## src/rtl/burst_agen_pkg.sv

```systemverilog
package burst_agen_pkg;

    typedef enum logic [2:0] {
        BK_SINGLE = 3'd0,
        BK_UNDEF  = 3'd1,
        BK_WRAP4  = 3'd2,
        BK_INCR4  = 3'd3,
        BK_WRAP8  = 3'd4,
        BK_INCR8  = 3'd5,
        BK_WRAP16 = 3'd6,
        BK_INCR16 = 3'd7
    } burst_kind_e;

    typedef struct packed {
        logic [3:0] last_idx;  // beat count minus one
        logic       wrap;      // modular stepping inside the block
        logic [2:0] size;      // log2 bytes per beat
    } burst_cfg_t;

    function automatic logic [3:0] kind_last_idx(input burst_kind_e k);
        case (k)
            BK_WRAP4, BK_INCR4:   return 4'd3;
            BK_WRAP8, BK_INCR8:   return 4'd7;
            BK_WRAP16, BK_INCR16: return 4'd15;
            default:              return 4'd0;
        endcase
    endfunction

    function automatic logic kind_wraps(input burst_kind_e k);
        return (k == BK_WRAP4) || (k == BK_WRAP8) || (k == BK_WRAP16);
    endfunction

endpackage

```

## src/rtl/burst_agen_decode.sv

```systemverilog
module burst_agen_decode
    import burst_agen_pkg::*;
#(
    parameter int ADDR_W     = 32,
    parameter int MAX_SIZE   = 2,
    parameter int BOUND_LOG2 = 10
) (
    input  logic [ADDR_W-1:0] req_addr,
    input  logic [2:0]        req_kind,
    input  logic [2:0]        req_size,
    output burst_cfg_t        cfg,
    output logic              legal
);
    // span arithmetic wide enough for offset + 16 beats of 128 bytes
    localparam int SPAN_W = BOUND_LOG2 + 12;
    localparam logic [SPAN_W-1:0] REGION = SPAN_W'(1) << BOUND_LOG2;

    burst_kind_e       kind;
    logic [SPAN_W-1:0] span;
    logic [SPAN_W-1:0] offset;
    logic [ADDR_W-1:0] low_bits;
    logic              size_ok;
    logic              aligned;
    logic              crosses;

    always_comb begin
        kind         = burst_kind_e'(req_kind);
        cfg.last_idx = kind_last_idx(kind);
        cfg.wrap     = kind_wraps(kind);
        cfg.size     = req_size;

        size_ok  = (int'(req_size) <= MAX_SIZE);
        low_bits = (ADDR_W'(1) << req_size) - ADDR_W'(1);
        aligned  = ((req_addr & low_bits) == '0);

        span   = (SPAN_W'(cfg.last_idx) + SPAN_W'(1)) << req_size;
        offset = SPAN_W'(req_addr[BOUND_LOG2-1:0]);
        crosses = !cfg.wrap && ((offset + span) > REGION);

        legal = (kind != BK_UNDEF) && size_ok && aligned && !crosses;
    end

endmodule

```

## src/rtl/burst_agen_step.sv

```systemverilog
module burst_agen_step
    import burst_agen_pkg::*;
#(
    parameter int ADDR_W = 32
) (
    input  logic [ADDR_W-1:0] cur_addr,
    input  burst_cfg_t        cfg,
    output logic [ADDR_W-1:0] next_addr
);
    logic [ADDR_W-1:0] step;
    logic [ADDR_W-1:0] block;
    logic [ADDR_W-1:0] mask;
    logic [ADDR_W-1:0] sum;

    always_comb begin
        step  = ADDR_W'(1) << cfg.size;
        block = (ADDR_W'(cfg.last_idx) + ADDR_W'(1)) << cfg.size;
        // incrementing bursts use a full mask, so one adder serves all types
        mask  = cfg.wrap ? (block - ADDR_W'(1)) : '1;
        sum   = cur_addr + step;
        next_addr = (cur_addr & ~mask) | (sum & mask);
    end

endmodule

```

## src/rtl/burst_agen_seq.sv

```systemverilog
module burst_agen_seq
    import burst_agen_pkg::*;
#(
    parameter int ADDR_W = 32
) (
    input  logic              clk,
    input  logic              rst,
    input  logic              start,
    input  logic              legal,
    input  burst_cfg_t        cfg_in,
    input  logic [ADDR_W-1:0] start_addr,
    input  logic              ready,
    input  logic [ADDR_W-1:0] next_addr,
    output burst_cfg_t        cfg_q,
    output logic [ADDR_W-1:0] addr_q,
    output logic [3:0]        beat_q,
    output logic              busy_q,
    output logic              err_q,
    output logic              last
);
    assign last = busy_q && (beat_q == cfg_q.last_idx);

    always_ff @(posedge clk) begin
        if (rst) begin
            busy_q <= 1'b0;
            err_q  <= 1'b0;
            addr_q <= '0;
            beat_q <= '0;
            cfg_q  <= '0;
        end else begin
            err_q <= 1'b0;
            if (!busy_q) begin
                if (start) begin
                    if (legal) begin
                        busy_q <= 1'b1;
                        addr_q <= start_addr;
                        beat_q <= '0;
                        cfg_q  <= cfg_in;
                    end else begin
                        err_q <= 1'b1;
                    end
                end
            end else if (ready) begin
                if (last) begin
                    busy_q <= 1'b0;
                    beat_q <= '0;
                end else begin
                    addr_q <= next_addr;
                    beat_q <= beat_q + 4'd1;
                end
            end
        end
    end

endmodule

```

## src/rtl/burst_agen.sv

```systemverilog
module burst_agen
    import burst_agen_pkg::*;
#(
    parameter int ADDR_W     = 32,
    parameter int MAX_SIZE   = 2,
    parameter int BOUND_LOG2 = 10
) (
    input  logic              clk,
    input  logic              rst,
    input  logic              start,
    input  logic [ADDR_W-1:0] start_addr,
    input  logic [2:0]        burst_type,
    input  logic [2:0]        xfer_size,
    input  logic              ready,
    output logic              busy,
    output logic [ADDR_W-1:0] addr,
    output logic [3:0]        beat,
    output logic              last,
    output logic              err
);
    burst_cfg_t        req_cfg;
    burst_cfg_t        run_cfg;
    logic              req_legal;
    logic [ADDR_W-1:0] nxt;

    burst_agen_decode #(
        .ADDR_W(ADDR_W), .MAX_SIZE(MAX_SIZE), .BOUND_LOG2(BOUND_LOG2)
    ) u_decode (
        .req_addr(start_addr),
        .req_kind(burst_type),
        .req_size(xfer_size),
        .cfg(req_cfg),
        .legal(req_legal)
    );

    burst_agen_step #(.ADDR_W(ADDR_W)) u_step (
        .cur_addr(addr),
        .cfg(run_cfg),
        .next_addr(nxt)
    );

    burst_agen_seq #(.ADDR_W(ADDR_W)) u_seq (
        .clk(clk),
        .rst(rst),
        .start(start),
        .legal(req_legal),
        .cfg_in(req_cfg),
        .start_addr(start_addr),
        .ready(ready),
        .next_addr(nxt),
        .cfg_q(run_cfg),
        .addr_q(addr),
        .beat_q(beat),
        .busy_q(busy),
        .err_q(err),
        .last(last)
    );

endmodule

```

## config.mk

```make
export PLATFORM = sky130hd
export DESIGN_NAME = burst_agen
export DESIGN_NICKNAME = d
export VERILOG_FILES = /design/src/rtl/burst_agen_pkg.sv /design/src/rtl/burst_agen_decode.sv /design/src/rtl/burst_agen_step.sv /design/src/rtl/burst_agen_seq.sv /design/src/rtl/burst_agen.sv
export SDC_FILE = /design/constraint.sdc
export NUM_CORES = 1
export LEC_CHECK = 0
export ABC_AREA = 1
export BUFFER_PORTS_ARGS = -buffer_cell sky130_fd_sc_hd__buf_2
export CAP_MARGIN = 25
export CORE_MARGIN = 2
export CORE_UTILIZATION = 45
export CTS_BUF_LIST = sky130_fd_sc_hd__clkbuf_4 sky130_fd_sc_hd__clkbuf_8
export DETAILED_ROUTE_END_ITERATION = 8
export HOLD_SLACK_MARGIN = 0.05
export MAX_ROUTING_LAYER = met4
export PLACE_DENSITY = 0.66
export SETUP_SLACK_MARGIN = 0.1
export SKIP_LAST_GASP = 1
export SYNTH_ARGS = -nofsm -noshare
export SYNTH_HDL_FRONTEND = slang
export SYNTH_SLANG_ARGS = --single-unit
```

## constraint.sdc

```tcl
create_clock -name clk -period 3.2 [get_ports clk]
set_input_delay 0.16 -clock clk [delete_from_list [all_inputs] [get_ports clk]]
set_output_delay 0.16 -clock clk [all_outputs]
set_load 0.02 [all_outputs]
```

# [Yosys cells after proc, flatten, opt, wreduce, memory -nomap -nowiden]
# Index checks and enable logic that the tools add are counted.
[word_totals] output_inout_bits=39 in_bits=42 ff_bits=46 wordCells=74
[op_classes] magnitude_cmp=2 n_eq_ne=10 n_reduce_logical=19 n_mux=18 bitwise_logic=7 add_sub_neg=7 shift=4
[op_table] operator="two-way mux 32 bit" count=6
[op_table] operator="AND 32 bit" count=3
[op_table] operator="<< shifter 1 x 3 -> 32 bit, first input constant" count=2
[op_table] operator="adder 32 bit" count=1
[op_table] operator="logical NOT 32 bit" count=1
[op_table] operator="NOT 32 bit" count=1
[op_table] operator="bitwise OR 32 bit" count=1
[op_table] operator="<< shifter 32 x 3 -> 32 bit" count=1
[op_table] operator="subtractor 32 x 1 -> 32 bit, second input constant" count=1
[op_table] operator="subtractor 32 x 2 -> 32 bit, second input constant" count=1
[op_table] operator="adder 10 x 22 -> 22 bit" count=1
[op_table] operator="greater-than comparator 22 x 11 -> 1 bit, second input constant" count=1
[op_table] operator="<< shifter 22 x 3 -> 22 bit" count=1
[op_table] operator="two-way mux 4 bit" count=5
[op_table] operator="equality test 3 bit, second input constant" count=4
[op_table] operator="case mux 4 bit (3 select lines)" count=1
[op_table] operator="adder 4 x 1 -> 5 bit, second input constant" count=2
[op_table] operator="equality test 3 x 2 -> 1 bit, second input constant" count=2
[op_table] operator="two-way mux 1 bit" count=6
[op_table] operator="AND reduction 3 bit" count=2
[op_table] operator="OR reduction 2 bit" count=3
[op_table] operator="logical AND 1 bit" count=5
[op_table] operator="adder 4 x 1 -> 4 bit, second input constant" count=1
[op_table] operator="equality test 4 bit" count=1
[op_table] operator="other kinds (9)" count=14

# [Depth between registers and ports, before layout]
[depth] depth_word=13 ltp_mapped=26 mapped_depth_nobuf=25

# [By module]
# Synthesis repeated with hierarchy kept, for this count alone.
[unflattened] cells_unflattened=921 hier_area_um2=5594.1
[modules_own_cells] module="burst_agen_step" cells_each=424 n_inst=1 seq_area_each_um2=0.0 area_per_inst_um2=2307.2
[modules_own_cells] module="burst_agen_seq" cells_each=301 n_inst=1 seq_area_each_um2=920.9 area_per_inst_um2=2302.2
[modules_own_cells] module="burst_agen_decode" cells_each=196 n_inst=1 seq_area_each_um2=0.0 area_per_inst_um2=984.7

# [Least setup slack after synthesis]
# Ideal clock, no wire load.
[synth_path] path_kind="input port to flip-flop" startpoint="input port xfer_size[1]" endpoint="register (tool-made name)" arrival_time_ns=2.750 slack_ns=0.337 setup_ns=0.113 required_ns=3.087 n_path_buf=2 cell_stages=22 path_cell_list="clkbuf_1 -> inv_1 -> nand2_1 -> nor2_1 -> ha_1 -> fa_1 -> or2_2 -> a21oi_1 -> nand2_1 -> nor2_1 -> nand2_1 -> nor2_1 -> nand3_1 -> nand2_1 -> nand2_1 -> nand2_2 -> nand3_4 -> nand2_4 -> nand3_4 -> buf_6 -> nor2_1 -> nor2_1"
[synth_rtl] element="start: declaration" line_no="burst_agen.sv:13" source="input logic [2:0] xfer_size,"

==> reports/qor.yml <==
clock_network:
  clkSinkCount: 45
  clk_latency_ns: 0.32
  cts.clk_slew.worst_paths_ns: 0.10
  cts_buffers: 5
  cts.path.max_buffers: 2
  root_buffer: "clkbuf_8"
  cts_tree: "yes"
  cts.htree.levels: 2
setup_path:
  path_buf_inv: 4
  crit_top_cell: "nor2_1"
  cp.required_ns: 3.43
  critPathArrivalTime_ns: 3.02
  worstSetupEndpointType: "flop"
  cpLargestDelayFamily: "simple AND/OR/NAND/NOR gates"
  startpoint: "u_seq.cfg_q[0]"
  crit_chain: "nor2_2, inv_1, nor2_1, ha_2, inv_1, fa_2, nor2_2, a21oi_1, o21ai_2, nand2_2, buf_4, buf_4, nor2_1, nand3_1, xor2_1, nand2_1, nand2_1, nor2_1, nor2_1"
  reg2reg_depth: 19
  timing.rr.start: "u_seq.cfg_q[0]"
  critPathLaunchType: "flop"
  worstSetupPathType: "flop to flop"
  worstSetupPathDepth: 19
  crit_fanout: 5
  cp_slowest_stage_delay_ns: 0.36
  cp_slowest_cell: "dfxtp_2"
placement:
  numPortBuffers: 80
  dpl_cell_area_um2: 5510
  dp_hpwl_um: 11600
  gp_congestion: 0.956
  post-place-ws_ns: 0.0368
die:
  fp-row-count: 38
  die_w_um: 108
  io-pin-count: 81
  placeableCoreArea_um2: 10700
  die_area_um2: 11700
  initial_core_util: 0.456
  die_y_um: 108
power:
  leakage_uw: 0.00300
  power_uw: 1680
  p_per_area_nw_per_um2: 294
  ir_drop_mv: 0.176
finish:
  final_common_cell: "nand2_1"
  multiInputGateArea_um2: 3490
  fin_area_um2: 5710
  finalNetCount: 1023
  mostFrequentLayoutCells: "265 x nand2_1, 123 x nor2_1, 109 x inv_1"
  area.sequential_um2: 902
  n_fill_cell: 1165
  drive_gt1_frac: 0.159
  syn_to_final_growth_pct: 16.5
  num_antenna_cells: 0
synth:
  synth_fp_nets: 940
  synth_edf_count: 0
  avgSynthCellArea_um2: 5.62
  synth-seq-cells: 45
  async_flop_share: 0
  synth_sequential_area_ratio: 0.184
  synth_cells: 873
  ys.flop_type: "dfxtp_1"
  yosysWarnings: 0
  ys_types: 49
  syn_area_um2: 4900
detailed_routing:
  num_vias: 5663
  drt_pass1_iterations: 5
  wl_per_cell_um: 13.3
  wl_um: 14600
  drcViolationCount: 0
  ant_nets: 0
  drt_iter0_drc: 429
  viasPerCell: 5.16
run_status:
  status: "finished clean"
global_routing:
  track_usage: 0.266
  grt_pass1_vias: 5169
  grt_max_degree: 38
  antenna_found_initial: 0
  grt_remaining_overflow: 0
  grt_first_pass_wirelength_um: 24400
timing:
  finalWorstSetupSlack_ns: 0.401
  holdWs_ns: 0.109
  period_needed_ns: 2.80
  finalCritPeriodShare: 0.875
  fmax_mhz: 357
  setup_viol: 0
  slew_violations: 0
  hold_viol: 0
  slew_headroom: 0.405
  rsz0062_at_grt: "false"
  max_slew.worst_pin.slew_ns: 0.891
  finalSetupTns_ns: 0
  clock_skew_ns: 0.0155
worst_hold_path:
  min_path_type: "input port to flop"
  min-delay-start: "rst"
  hold_path_depth: 2
flow_run:
  cap_violations: 0
==> final timing paths <==
path	end	slack (ns)
min reg2reg	u_seq.cfg_q[7]	0.52
max	flop	0.40
min	u_seq.cfg_q[6]	0.11
max reg2reg	flop	0.40
==> synthesized netlist by cell type (4+ instances only) <==
cell type / n / area share
dfxtp_1: 45 / 0.18
nor2_2: 4 / 0.0051
a21oi_1: 34 / 0.035
nor3_1: 11 / 0.011
nand3b_1: 5 / 0.0077
clkbuf_1: 13 / 0.010
nand2_1: 268 / 0.21
a22oi_1: 4 / 0.0061
nand4_1: 29 / 0.037
buf_2: 7 / 0.0071
nor2_1: 128 / 0.098
o22ai_1: 4 / 0.0051
o21ai_0: 34 / 0.035
xor2_1: 18 / 0.032
or2_2: 4 / 0.0051
ha_1: 23 / 0.059
nand3_1: 79 / 0.081
inv_1: 109 / 0.083
==> per-layer routing <==
layer	wire, µm	track usage	up-vias
met5	0	-	-
met4	457	0.0980	0
met3	684	0.0259	31
met2	6780	0.438	159
met1	6700	0.338	2501
li1	-	-	2972
==> metrics by stage <==
step	util	std cells
3_5_place_dp	0.513	1085
4_1_cts	0.524	1093
2_1_floorplan	-	873
5_1_grt	0.532	1097
3_3_place_gp	0.513	1085
6_report	0.532	1097
==> layout make-up <==
| class | instances | share of cell area |
|---|---|---|
| Timing Repair Buffer | 103 | 0.105 |
| Inverter | 113 | 0.0742 |
| Sequential cell | 45 | 0.158 |
| Clock buffer | 6 | 0.0145 |
| Multi-Input combinational cell | 688 | 0.611 |
| Tap cell | 140 | 0.0307 |
| Clock inverter | 2 | 0.00657 |
==> report_power, final <==
| group | internal, µW | switching [µW] |
|---|---|---|
| sequential | 595 | 49.1 |
| clock | 254 | 225 |
| combinational | 198 | 359 |
| total | 1050 | 632 |
==> cells by family after synthesis <==
family                   synth area share
flip-flops                          0.184
adder cells (fa/ha/maj)            0.0669
XOR/XNOR                           0.0339
AO/OA/AOI/OAI                       0.114
AND/OR/NAND/NOR                     0.487
buffers and inverters               0.114
==> what timing repair did <==
action                                  in CTS  in global routing
gates resized for setup                      0                 22
setup buffers                                0                  4
endpoints found under the setup margin       0                 33
hold buffers                                 0                  0
Power figures use the tool's default switching activity.
